<file path="config.mk">
export PLATFORM = sky130hd
export DESIGN_NAME = gfvm_top
export DESIGN_NICKNAME = d
export VERILOG_FILES = /design/src/rtl/gfvm_pkg.sv /design/src/rtl/gfvm_basis_gen.sv /design/src/rtl/gfvm_lane.sv /design/src/rtl/gfvm_top.sv
export SDC_FILE = /design/constraint.sdc
export NUM_CORES = 1
export LEC_CHECK = 0
export ABC_AREA = 1
export BUFFER_PORTS_ARGS = -buffer_cell sky130_fd_sc_hd__buf_2
export CORE_ASPECT_RATIO = 1.5
export CORE_MARGIN = 4
export CORE_UTILIZATION = 41
export DETAILED_ROUTE_END_ITERATION = 6
export PLACE_DENSITY = 0.66
export SLEW_MARGIN = 20
export SYNTH_ARGS = -nofsm -noshare
export SYNTH_HDL_FRONTEND = slang
export SYNTH_SLANG_ARGS = --single-unit
</file>
<file path="constraint.sdc">
create_clock -name clk -period 0.9 [get_ports clk]
set_input_delay 0.225 -clock clk [delete_from_list [all_inputs] [get_ports clk]]
set_output_delay 0.225 -clock clk [all_outputs]
set_load 0.01 [all_outputs]
</file>
<file path="src/rtl/gfvm_pkg.sv">
package gfvm_pkg;
    // Default field: GF(2^3), reduction polynomial x^3 + x + 1
    localparam int unsigned DEF_M    = 3;
    localparam int unsigned DEF_N    = 4;
    localparam int unsigned DEF_POLY = 11;
    // Pipeline depth from input to output
    localparam int unsigned LATENCY  = 2;
endpackage

</file>
<file path="src/rtl/gfvm_basis_gen.sv">
module gfvm_basis_gen #(
    parameter int unsigned M    = gfvm_pkg::DEF_M,
    parameter int unsigned POLY = gfvm_pkg::DEF_POLY
) (
    input  logic                   clk,
    input  logic                   rst_n,
    input  logic [M-1:0]           scalar,
    output logic [M-1:0][M-1:0]    basis_q
);
    localparam logic [M:0] POLY_V = (M+1)'(POLY);

    function automatic logic [M-1:0] times_alpha(input logic [M-1:0] x);
        logic [M:0] w;
        w = {x, 1'b0};
        if (w[M]) begin
            w = w ^ POLY_V;
        end
        return w[M-1:0];
    endfunction

    logic [M-1:0][M-1:0] chain;
    logic                live;

    assign chain[0] = scalar;
    for (genvar k = 1; k < M; k++) begin : g_chain
        assign chain[k] = times_alpha(chain[k-1]);
    end

    always_ff @(posedge clk) begin
        if (!rst_n) begin
            basis_q <= '0;
            live    <= 1'b0;
        end else begin
            basis_q <= chain;
            live    <= 1'b1;
        end
    end

    // A field has no zero divisors: a non-zero scalar keeps every multiple non-zero
    for (genvar k = 0; k < M; k++) begin : g_chk
        AST_BASIS_NONZERO: assert property (@(posedge clk) disable iff (!rst_n)
            (live && $past(scalar) != '0) |-> (basis_q[k] != '0));
    end
endmodule

</file>
<file path="src/rtl/gfvm_lane.sv">
module gfvm_lane #(
    parameter int unsigned M = gfvm_pkg::DEF_M
) (
    input  logic                   clk,
    input  logic                   rst_n,
    input  logic [M-1:0]           elem_in,
    input  logic [M-1:0][M-1:0]    basis,
    output logic [M-1:0]           prod_q
);
    logic [M-1:0] elem_q;
    logic [M-1:0] sel_sum;

    always_ff @(posedge clk) begin
        if (!rst_n) begin
            elem_q <= '0;
        end else begin
            elem_q <= elem_in;
        end
    end

    always_comb begin
        sel_sum = '0;
        for (int k = 0; k < int'(M); k++) begin
            if (elem_q[k]) begin
                sel_sum = sel_sum ^ basis[k];
            end
        end
    end

    always_ff @(posedge clk) begin
        if (!rst_n) begin
            prod_q <= '0;
        end else begin
            prod_q <= sel_sum;
        end
    end

    AST_ZERO_ELEM: assert property (@(posedge clk) disable iff (!rst_n)
        (elem_q == '0) |=> (prod_q == '0));

    AST_UNIT_ELEM: assert property (@(posedge clk) disable iff (!rst_n)
        (elem_q == M'(1)) |=> (prod_q == $past(basis[0])));
endmodule

</file>
<file path="src/rtl/gfvm_top.sv">
module gfvm_top #(
    parameter int unsigned M    = gfvm_pkg::DEF_M,
    parameter int unsigned N    = gfvm_pkg::DEF_N,
    parameter int unsigned POLY = gfvm_pkg::DEF_POLY
) (
    input  logic             clk,
    input  logic             rst_n,
    input  logic             in_valid,
    input  logic [M-1:0]     in_scalar,
    input  logic [N*M-1:0]   in_vec,
    output logic             out_valid,
    output logic [N*M-1:0]   out_prod
);
    logic [M-1:0][M-1:0] basis_q;
    logic                vld_s1;
    logic                vld_s2;
    logic [1:0]          age;

    gfvm_basis_gen #(.M(M), .POLY(POLY)) u_basis (
        .clk     (clk),
        .rst_n   (rst_n),
        .scalar  (in_scalar),
        .basis_q (basis_q)
    );

    for (genvar i = 0; i < N; i++) begin : g_lane
        gfvm_lane #(.M(M)) u_lane (
            .clk     (clk),
            .rst_n   (rst_n),
            .elem_in (in_vec[i*M +: M]),
            .basis   (basis_q),
            .prod_q  (out_prod[i*M +: M])
        );
    end

    always_ff @(posedge clk) begin
        if (!rst_n) begin
            vld_s1 <= 1'b0;
            vld_s2 <= 1'b0;
        end else begin
            vld_s1 <= in_valid;
            vld_s2 <= vld_s1;
        end
    end

    assign out_valid = vld_s2;

    // cycles since reset, saturating, for the history-based checks
    always_ff @(posedge clk) begin
        if (!rst_n) begin
            age <= '0;
        end else if (age != 2'd2) begin
            age <= age + 2'd1;
        end
    end

    AST_VALID_FOLLOWS: assert property (@(posedge clk) disable iff (!rst_n)
        (age == 2'd2 && $past(in_valid, 2)) |-> out_valid);

    AST_BUBBLE_FOLLOWS: assert property (@(posedge clk) disable iff (!rst_n)
        (age == 2'd2 && !$past(in_valid, 2)) |-> !out_valid);

    AST_ZERO_SCALAR: assert property (@(posedge clk) disable iff (!rst_n)
        (age == 2'd2 && $past(in_scalar, 2) == '0) |-> (out_prod == '0));

    AST_RESET_CLEAR: assert property (@(posedge clk)
        $past(!rst_n) |-> (!out_valid && out_prod == '0));
endmodule

</file>
Word level (Yosys, flattened, before mapping)
Cells that the tools add are included.
{ "op_classes": {"n_mux": 14, "bitwise": 10, "n_reduce_logical": 1} }
{ "ops": {"columns": ["operator", "n"], "rows": [
  ["3-bit 2-to-1 mux", 12],
  ["3-bit XOR", 8],
  ["2-bit 2-to-1 mux", 2],
  ["2-bit inverter", 2],
  ["2-bit AND reduction", 1]
]} }
{ "word_totals": {"regBits": 35, "inputBits": 18, "wordCells": 39} }

Logic depth before layout (Yosys ltp)
Gate-level depths: netlist of the first run.
{ "depth": {"depth_word": 5, "mapped_depth": 8} }

By module
From an unflattened synthesis of the first run, not the netlist that was laid out.
{ "unflattened": {"hier_cells": 197, "area_unflattened_um2": 1361.3} }
{ "by_module_without_submodules": {"columns": ["module", "n_inst", "cells_each", "area_per_inst_um2", "seq_area_each_um2"], "rows": [
  ["gfvm_lane", 4, 42, 276.5, 120.1],
  ["gfvm_basis_gen", 1, 23, 200.2, 120.1],
  ["gfvm_top", 1, 6, 55.1, 40.0]
]} }

Worst setup path after synthesis of the first run
No wires, ideal clock.
{ "synth_path": {"kind": "reg2reg", "from": "reg, netlist name u_basis.basis_q[3]", "to": "reg g_lane[1].u_lane.prod_q[2]", "setup_ns": 0.114, "arrival_time_ns": 0.812, "slack_ns": -0.026, "path_stages_with_launch": 9, "path_buffers": 1, "synth_period_minus_slack_ns": 0.926, "cell_sequence": "dfxtp_1 > buf_4 > nand2_1 > inv_1 > nand2_1 > nand2_1 > nand2_1 > nand2_1 > nor2_2"} }
{ "synth_lines": {"columns": ["item", "line_no", "source"], "rows": [
  ["end signal, assigned", "gfvm_lane.sv:34", "prod_q <= sel_sum;"],
  ["end, declared", "gfvm_lane.sv:8", "output logic [M-1:0] prod_q"]
]} }

Final worst setup path of the first run
{ "layout_path": {"from": "reg u_basis.basis_q[1] in the netlist's numbering", "to": "reg g_lane[0].u_lane.prod_q[1]"} }
{ "layout_via": {"elab_chain_len": 5} }
{ "layout_rtl": {"columns": ["item", "line_no", "source"], "rows": [
  ["start, declared", "gfvm_basis_gen.sv:8", "output logic [M-1:0][M-1:0] basis_q"],
  ["start signal, assigned", "gfvm_basis_gen.sv:34", "basis_q <= chain;"],
  ["3-bit 2-to-1 mux (*)", "gfvm_lane.sv:24", "if (elem_q[k]) begin"],
  ["3-bit XOR", "gfvm_lane.sv:25", "sel_sum = sel_sum ^ basis[k];"],
  ["3-bit 2-to-1 mux (*)", "gfvm_lane.sv:24", null],
  ["3-bit XOR", "gfvm_lane.sv:25", null],
  ["3-bit 2-to-1 mux (*)", "gfvm_lane.sv:24", null],
  ["end signal, assigned", "gfvm_lane.sv:34", null],
  ["end, declared", "gfvm_lane.sv:8", null]
]} }
Mark *: on every way between the ends. The rest lies on a longest branch, timed or not.
A chain may end at the register's enable or synchronous reset.

==> results.md, run 1 <==
- Run status: finished, violations left
- Violations in the final reports: negative setup slack
- Total global routing overflow: 0
- TritonCTS clock tree: built
- Sequential power share: 45.8%
- Count of boundary I/O pins: 31
- Cell-internal power: 2.65 mW
- Final setup vio count: 21
- Fraction of synthesized cell area taken by the top area cell type: 45.7%
- GRT Overall Usage: 13.9%
- Minimum clock period: 0.964 ns
- Setup slack of the most critical reg-to-reg path: -0.06 ns
- Top-count cell post-synth: sky130_fd_sc_hd__nand2_1
- Largest net degree at the start of global routing: 32
- Reg-to-reg critical path startpoint: u_basis.basis_q[1]$_SDFF_PN0_
- Synthesized flop and latch total: 32
- Clock insertion delay at the later pin of the skew report: 0.29 ns
- Data required time at the worst endpoint: 1.12 ns
- Synthesized area per cell: 6.38 sq um
- Number of standard cells in the final layout excluding fillers: 302
- Placer's final routability congestion estimate: 0.875
- CTS H-tree lvls: 2
- Peak VDD IR: 1.15 mV
- # clock sinks: 32
- CTS hold repair buffers: 0
- Via count of the first global-routing pass: 1141
- Area added between synthesis and finish: 38.4%
- Initial antenna violation count: 0
- Inst Count DP: 291
- Root buffer selected by CTS: sky130_fd_sc_hd__clkbuf_8
- Post-detailed-routing wire length: 2780 um
- Mapped Nets: 238
- Post-Syn Instances: 220
- Maximum net fanout on the critical path: 6
- Post-DP HPWL: 1900 um
- Effective utilization at floorplan: 43.5%
- TritonCTS buffer count: 5
- Net Sw Power: 777 uW
- Slew @ Worst Pin: 0.222 ns
- Layout cell share with drive strength beyond 1: 34.7%
- Count of flip-flops with a built-in enable after synthesis: 0
- Share of flip-flops with an asynchronous set or reset: 0%
- Setup TNS after final layout: -0.733 ns
- Buffer levels on the longest clock path: 2
- Die H: 79.6 um
- Count of maximum capacitance violations: 0
- CP arrival: 1.18 ns
- Post-DR vias/cell: 4.29
- Quantity of I/O buffers inserted on ports: 30
- Portion of total power attributed to the clock network: 43.7%
- Fin Clk Skew: 0.00619 ns
- Beginning of the critical path: u_basis.basis_q[1]$_SDFF_PN0_
- Final Worst Setup Slack: -0.0639 ns
- Combinational share of power: 10.5%
- Count of filler cells inserted in the layout: 303
- RSZ-0062 raised after global routing: yes
- Routed len/inst: 9.19 um
- Leakage power of the design: 1.18 nW
- Die Area: 4440 sq um
- Die X-Extent: 55.8 um
- Worst hold-check path type: in2reg
- Placeable core region: 3220 sq um
- Switch share: 22.7%
- Total area of multi-input combinational cells: 652 sq um
- Final Total Pwr: 3.43 mW
- Cell area after technology mapping: 1400 sq um
- DRC Markers: 0
- Startpoint kind of the worst setup timing path: register
- Kind of end point of the critical path: register
- Number of rows created at floorplan: 25
- Relative max-transition margin: 85.2%
- Drt first-iter violations: 21
- Cell taking the most area after synthesis: sky130_fd_sc_hd__dfxtp_1
- First-pass iteration count of the detailed router: 4
- Clk pin slew, worst setup/hold paths: 0.07 ns
- Fin crit share: 107%
- Startpoint of the worst hold path: in_vec[10]
- Post-layout net count: 279
- Final Hold Violating Endpoints: 0
- Post-route ant nets: 0
- Via count of the routed design: 1296
- Max Transition Viols Final: 0
- Unique masters post-synth: 12
- Number of inserted diodes: 0
- Sequential share of the synthesized area: 45.7%
- Critical path type: reg2reg
- Post-synth top flop: sky130_fd_sc_hd__dfxtp_1
- Wire length of the first global-routing pass: 4710 um
- Maximum achievable frequency: 1040 MHz
- Synth top cells by count: 100 x sky130_fd_sc_hd__nand2_1, 39 x sky130_fd_sc_hd__inv_1, 32 x sky130_fd_sc_hd__dfxtp_1
- Yosys warning count: 0
- Top post-synthesis cells by area: sky130_fd_sc_hd__dfxtp_1 46%, sky130_fd_sc_hd__nand2_1 27%, sky130_fd_sc_hd__inv_1 10%, sky130_fd_sc_hd__nor2_1 6.7%, sky130_fd_sc_hd__nand3_1 5.0%
- Combined flip-flop and latch cell area: 663 sq um
- Power density normalized to cell area: 1770 nW/um^2
state kept, by name, indices dropped and copies added (netlist names):
signal,cells
g_lane.u_lane.elem_q,12
g_lane.u_lane.prod_q,12
u_basis.basis_q,6
out_valid,1
vld_s1,1
layout by cell type, fill, tap and decap left out:
master,netlist,layout
sky130_fd_sc_hd__dfxtp_4,0,2
sky130_fd_sc_hd__dfxtp_2,0,12
sky130_fd_sc_hd__buf_12,0,2
sky130_fd_sc_hd__inv_2,0,3
sky130_fd_sc_hd__buf_2,2,25
sky130_fd_sc_hd__nand2_1,100,80
sky130_fd_sc_hd__nand3_2,0,3
sky130_fd_sc_hd__buf_6,2,11
sky130_fd_sc_hd__nand4_1,1,1
sky130_fd_sc_hd__nand2_2,0,16
sky130_fd_sc_hd__nand3_1,14,11
sky130_fd_sc_hd__bufinv_16,0,1
sky130_fd_sc_hd__buf_4,1,2
sky130_fd_sc_hd__dfxtp_1,32,18
sky130_fd_sc_hd__nor2_2,1,3
sky130_fd_sc_hd__inv_1,39,36
sky130_fd_sc_hd__nand2_4,0,4
sky130_fd_sc_hd__clkbuf_8,1,7
sky130_fd_sc_hd__a21oi_1,2,2
sky130_fd_sc_hd__nor2_1,25,23
cell type report:
cell class                      instances  share of cell area, %
Timing Repair Buffer                   40                   15.7
Tap cell                               40                   2.58
Clock buffer                            7                   4.96
Inverter                               39                   7.54
Sequential cell                        32                   34.1
Multi-Input combinational cell        143                   33.6
Clock inverter                          1                   1.55
metal layers:
metal,share of wire (%),GRT usage [%],up-vias
met4,3.0,8.76,0
met1,41,14.1,543
met2,51,24.4,25
met3,4.7,4.53,7
met5,0,0,-
li1,-,-,721
worst max-delay path, stage by stage (launching register included):
cell and delay, ns:
sky130_fd_sc_hd__dfxtp_4 0.40, sky130_fd_sc_hd__buf_6 0.12, sky130_fd_sc_hd__nand2_1 0.05, sky130_fd_sc_hd__nand2_1 0.07, sky130_fd_sc_hd__nand2_2 0.06, sky130_fd_sc_hd__nand2_1 0.05, sky130_fd_sc_hd__nand2_1 0.05, sky130_fd_sc_hd__nor2_1 0.10
power by group through the flow:
stage	combinational, mW	clock, mW	sequential [mW]
6_report	0.362	1.50	1.57
5_1_grt	0.412	1.61	1.58
4_1_cts	0.307	1.55	1.56
3_5_place_dp	0.295	0	1.59
3_3_place_gp	0.291	0	1.59
2_1_floorplan	0.184	0	1.58
per-stage QoR:
step | setup slack [ns] | utilization [%] | hold WS (ns) | cell area, sq um
floorplan | 0.0119 | - | 0.323 | 1410
global placement | -0.0885 | 50.2 | 0.393 | 1620
detailed placement | -0.0880 | 50.2 | 0.408 | 1620
CTS | -0.0613 | 55.4 | 0.104 | 1780
global route | -0.137 | 60.3 | 0.115 | 1940
finish | -0.0639 | 60.3 | 0.114 | 1940
path summary, 6_finish.rpt:
| kind | endpoint | cells past startpoint |
|---|---|---|
| worst max-delay path | g_lane[0].u_lane.prod_q[1]$_SDFF_PN0_ | 7 |
| worst min-delay path | g_lane[3].u_lane.elem_q[1]$_SDFF_PN0_ | 3 |
| worst max register to register | g_lane[0].u_lane.prod_q[1]$_SDFF_PN0_ | 7 |
| worst min register to register | out_valid$_SDFF_PN0_ | 2 |
repair_timing:
| item | in CTS | in global routing |
|---|---|---|
| buffers inserted | 0 | 3 |
| endpoints found under the setup margin | 25 | 25 |
| pin swaps | 13 | 22 |
| endpoints found under the hold margin | 0 | 0 |
| resized for setup | 15 | 44 |
kinds of logic (layout without fill, tap and decap cells):
| family | count (synthesis) | count (layout) | share of synthesized area (%) |
|---|---|---|---|
| DFF | 32 | 32 | 45.7 |
| and+or+nand+nor | 141 | 141 | 39.3 |
| AOI/OAI and AO/OA | 2 | 2 | 0.714 |
| buffers and inverters | 45 | 87 | 14.3 |
Note: power is estimated with default switching activity, not from simulation.
==> inputs of run 2 (changes only) <==
CORE_ASPECT_RATIO = 1.2   (was 1.5)
CORE_MARGIN = unset   (was 4)
CTS_CLUSTER_DIAMETER = 120   (was unset)
==> run 2 against run 1 <==
Highest routed layer unchanged. Cell count is 3.0% lower. Maximum frequency is 2.7% lower. Worst setup slack worse by 0.027 ns. Largest power group unchanged. Critical path type is now reg2out. Critical path depth is 6 lower. Register-to-register slack hardly changed. Combinational power is 13% lower. Sequential power hardly changed. Clock skew is 0.0023 ns higher. The flow still finishes with violations (negative setup slack). Power is 21% lower. Die area is 18% lower. Non-clock buffer count is 5 lower.
==> results.md, run 2 (synthesis results as in run 1) <==
- Buffer levels on the longest clock path: 2 (unchanged)
- Initial antenna violation count: 0 (unchanged)
- Leakage power of the design: 1.10 nW (was 1.18 nW)
- Buffering stage count on the worst path with inverters included: 1 (unchanged)
- Placer's final routability congestion estimate: 0.789 (was 0.875)
- Die H: 66.1 um (was 79.6 um)
- Final Worst Setup Slack: -0.0904 ns (was -0.0639 ns)
- Fin Clk Skew: 0.00848 ns (was 0.00619 ns)
- Clk pin slew, worst setup/hold paths: 0.10 ns (was 0.07 ns)
- Chain of cells forming the critical path: buf_2 (was buf_6 -> nand2_1 -> nand2_1 -> nand2_2 -> nand2_1 -> nand2_1 -> nor2_1)
- Most frequent standard cell in the layout excluding fill and tap cells: sky130_fd_sc_hd__nand2_1 (unchanged)
- DRC Markers: 0 (unchanged)
- Total global routing overflow: 0 (unchanged)
- Number of rows created at floorplan: 22 (was 25)
- Count of maximum capacitance violations: 0 (unchanged)
- Post-DP HPWL: 1670 um (was 1900 um)
- Final setup vio count: 22 (was 21)
- Fin crit share: 110% (was 107%)
- TritonCTS clock tree: built (unchanged)
- Largest registers ranked by flip-flop count: g_lane.u_lane.elem_q (12), g_lane.u_lane.prod_q (12), u_basis.basis_q (6) (unchanged)
- Root buffer selected by CTS: sky130_fd_sc_hd__clkbuf_4 (was sky130_fd_sc_hd__clkbuf_8)
- Post-placement setup slack: -0.113 ns (was -0.0880 ns)
- TritonCTS buffer count: 5 (unchanged)
- Peak VDD IR: 0.877 mV (was 1.15 mV)
- Minimum clock period: 0.990 ns (was 0.964 ns)
- Number of inserted diodes: 0 (unchanged)
- Post-detailed-routing wire length: 2530 um (was 2780 um)
- Worst hold-check path type: in2reg (unchanged)
- Kind of end point of the critical path: primary output (was register)
- Total area of multi-input combinational cells: 619 sq um (was 652 sq um)
- Die Area: 3660 sq um (was 4440 sq um)
- Post-layout net count: 274 (was 279)
- Final worst hold slack: 0.0725 ns (was 0.114 ns)
- Most frequent cells in the layout: 85 x sky130_fd_sc_hd__nand2_1, 38 x sky130_fd_sc_hd__inv_1, 29 x sky130_fd_sc_hd__buf_2, 25 x sky130_fd_sc_hd__nor2_1, 21 x sky130_fd_sc_hd__dfxtp_1 (was 80 x sky130_fd_sc_hd__nand2_1, 36 x sky130_fd_sc_hd__inv_1, 25 x sky130_fd_sc_hd__buf_2, 23 x sky130_fd_sc_hd__nor2_1, 18 x sky130_fd_sc_hd__dfxtp_1)
- Highest cell delay on the worst timing path: 0.32 ns (was 0.40 ns)
- GRT Overall Usage: 14.6% (was 13.9%)
- Run status: finished, violations left (unchanged)
- Combined flip-flop and latch cell area: 662 sq um (was 663 sq um)
- Slowest stage cell on the critical path: sky130_fd_sc_hd__dfxtp_1 (was sky130_fd_sc_hd__dfxtp_4)
- Effective utilization at floorplan: 44.3% (was 43.5%)
- Count of boundary I/O pins: 31 (unchanged)
- CP arrival: 0.77 ns (was 1.18 ns)
- Setup slack of the most critical reg-to-reg path: -0.06 ns (about the same)
- Startpoint kind of the worst setup timing path: register (unchanged)
- Slew @ Worst Pin: 0.536 ns (was 0.222 ns)
- Quantity of I/O buffers inserted on ports: 30 (unchanged)
- Relative max-transition margin: 64.2% (was 85.2%)
- Routed len/inst: 8.65 um (was 9.19 um)
- Power density normalized to cell area: 1550 nW/um^2 (was 1770 nW/um^2)
- RSZ-0062 raised after global routing: yes (unchanged)
- Via count of the routed design: 1268 (was 1296)
- Drt first-iter violations: 10 (was 21)
- Maximum achievable frequency: 1010 MHz (was 1040 MHz)
- First-pass iteration count of the detailed router: 4 (unchanged)
- Setup TNS after final layout: -1.32 ns (was -0.733 ns)
- CTS hold repair buffers: 0 (unchanged)
- Final Hold Violating Endpoints: 0 (unchanged)
- Via count of the first global-routing pass: 1013 (was 1141)
- Largest net degree at the start of global routing: 32 (unchanged)
- Layout cell share with drive strength beyond 1: 27.6% (was 34.7%)
- Cell family contributing the most delay on the critical path: flip-flops (unchanged)
- Post-route ant nets: 0 (unchanged)
- Violations in the final reports: negative setup slack (unchanged)
- CTS H-tree lvls: 2 (unchanged)
- Data required time at the worst endpoint: 0.67 ns (was 1.12 ns)
- Share of the core filled with cells: 55.4% (was 60.3%)
- Clock insertion delay at the later pin of the skew report: 0.33 ns (was 0.29 ns)
- Post-DR vias/cell: 4.33 (was 4.29)
- Count of filler cells inserted in the layout: 311 (was 303)
- Placeable core region: 3170 sq um (was 3220 sq um)
- Wire length of the first global-routing pass: 4080 um (was 4710 um)
- Area added between synthesis and finish: 25.1% (was 38.4%)
- Max Transition Viols Final: 0 (unchanged)
- Critical path type: reg2out (was reg2reg)
- # clock sinks: 32 (unchanged)
- Die X-Extent: 55.4 um (was 55.8 um)
- Maximum net fanout on the critical path: 1 (was 6)
[run 2: power by group]
group,total (mW),internal (mW),switching [mW]
sequential,1.56,1.49,0.0682
combinational,0.316,0.146,0.170
clock,0.836,0.385,0.451
[run 2: worst paths after layout]
kind                                                       startpoint                                    end  cells after the start
worst max-delay path            g_lane[0].u_lane.prod_q[1]$_SDFF_PN0_                            out_prod[1]                      1
worst min-delay path                                        in_vec[5]  g_lane[1].u_lane.elem_q[2]$_SDFF_PN0_                      3
worst max register to register          u_basis.basis_q[3]$_SDFF_PN0_  g_lane[3].u_lane.prod_q[2]$_SDFF_PN0_                      4
worst min register to register                      vld_s1$_SDFF_PN0_                   out_valid$_SDFF_PN0_                      2
[run 2: layout make-up]
class	instances	area share (%)
tap	36	2.57
inverter	39	8.35
multi-input combinational	143	35.3
clock buffer	8	3.35
timing repair buffer	35	12.7
sequential	32	37.7
[run 2: timing repair]
item,CTS,global route
endpoints found under the setup margin,25,25
cloned,0,0
gates resized for setup,10,26
setup buffers,0,4
pin swaps,4,11
[run 2: through the flow]
stage	total power, mW	area (sq um)	instances
finish	2.71	1750	293
floorplan	1.76	1410	220
global route	2.87	1750	293
global placement	1.85	1570	281
detailed placement	1.86	1570	281
CTS	2.70	1650	289
[run 2: per-layer routing]
| layer | share of wire (%) | vias to the layer above | track usage [%] |
|---|---|---|---|
| met5 | 0 | - | 0 |
| met4 | 1.2 | 0 | 7.50 |
| met3 | 3.9 | 2 | 5.48 |
| met2 | 50 | 24 | 24.7 |
| met1 | 45 | 535 | 15.9 |
| li1 | - | 707 | - |
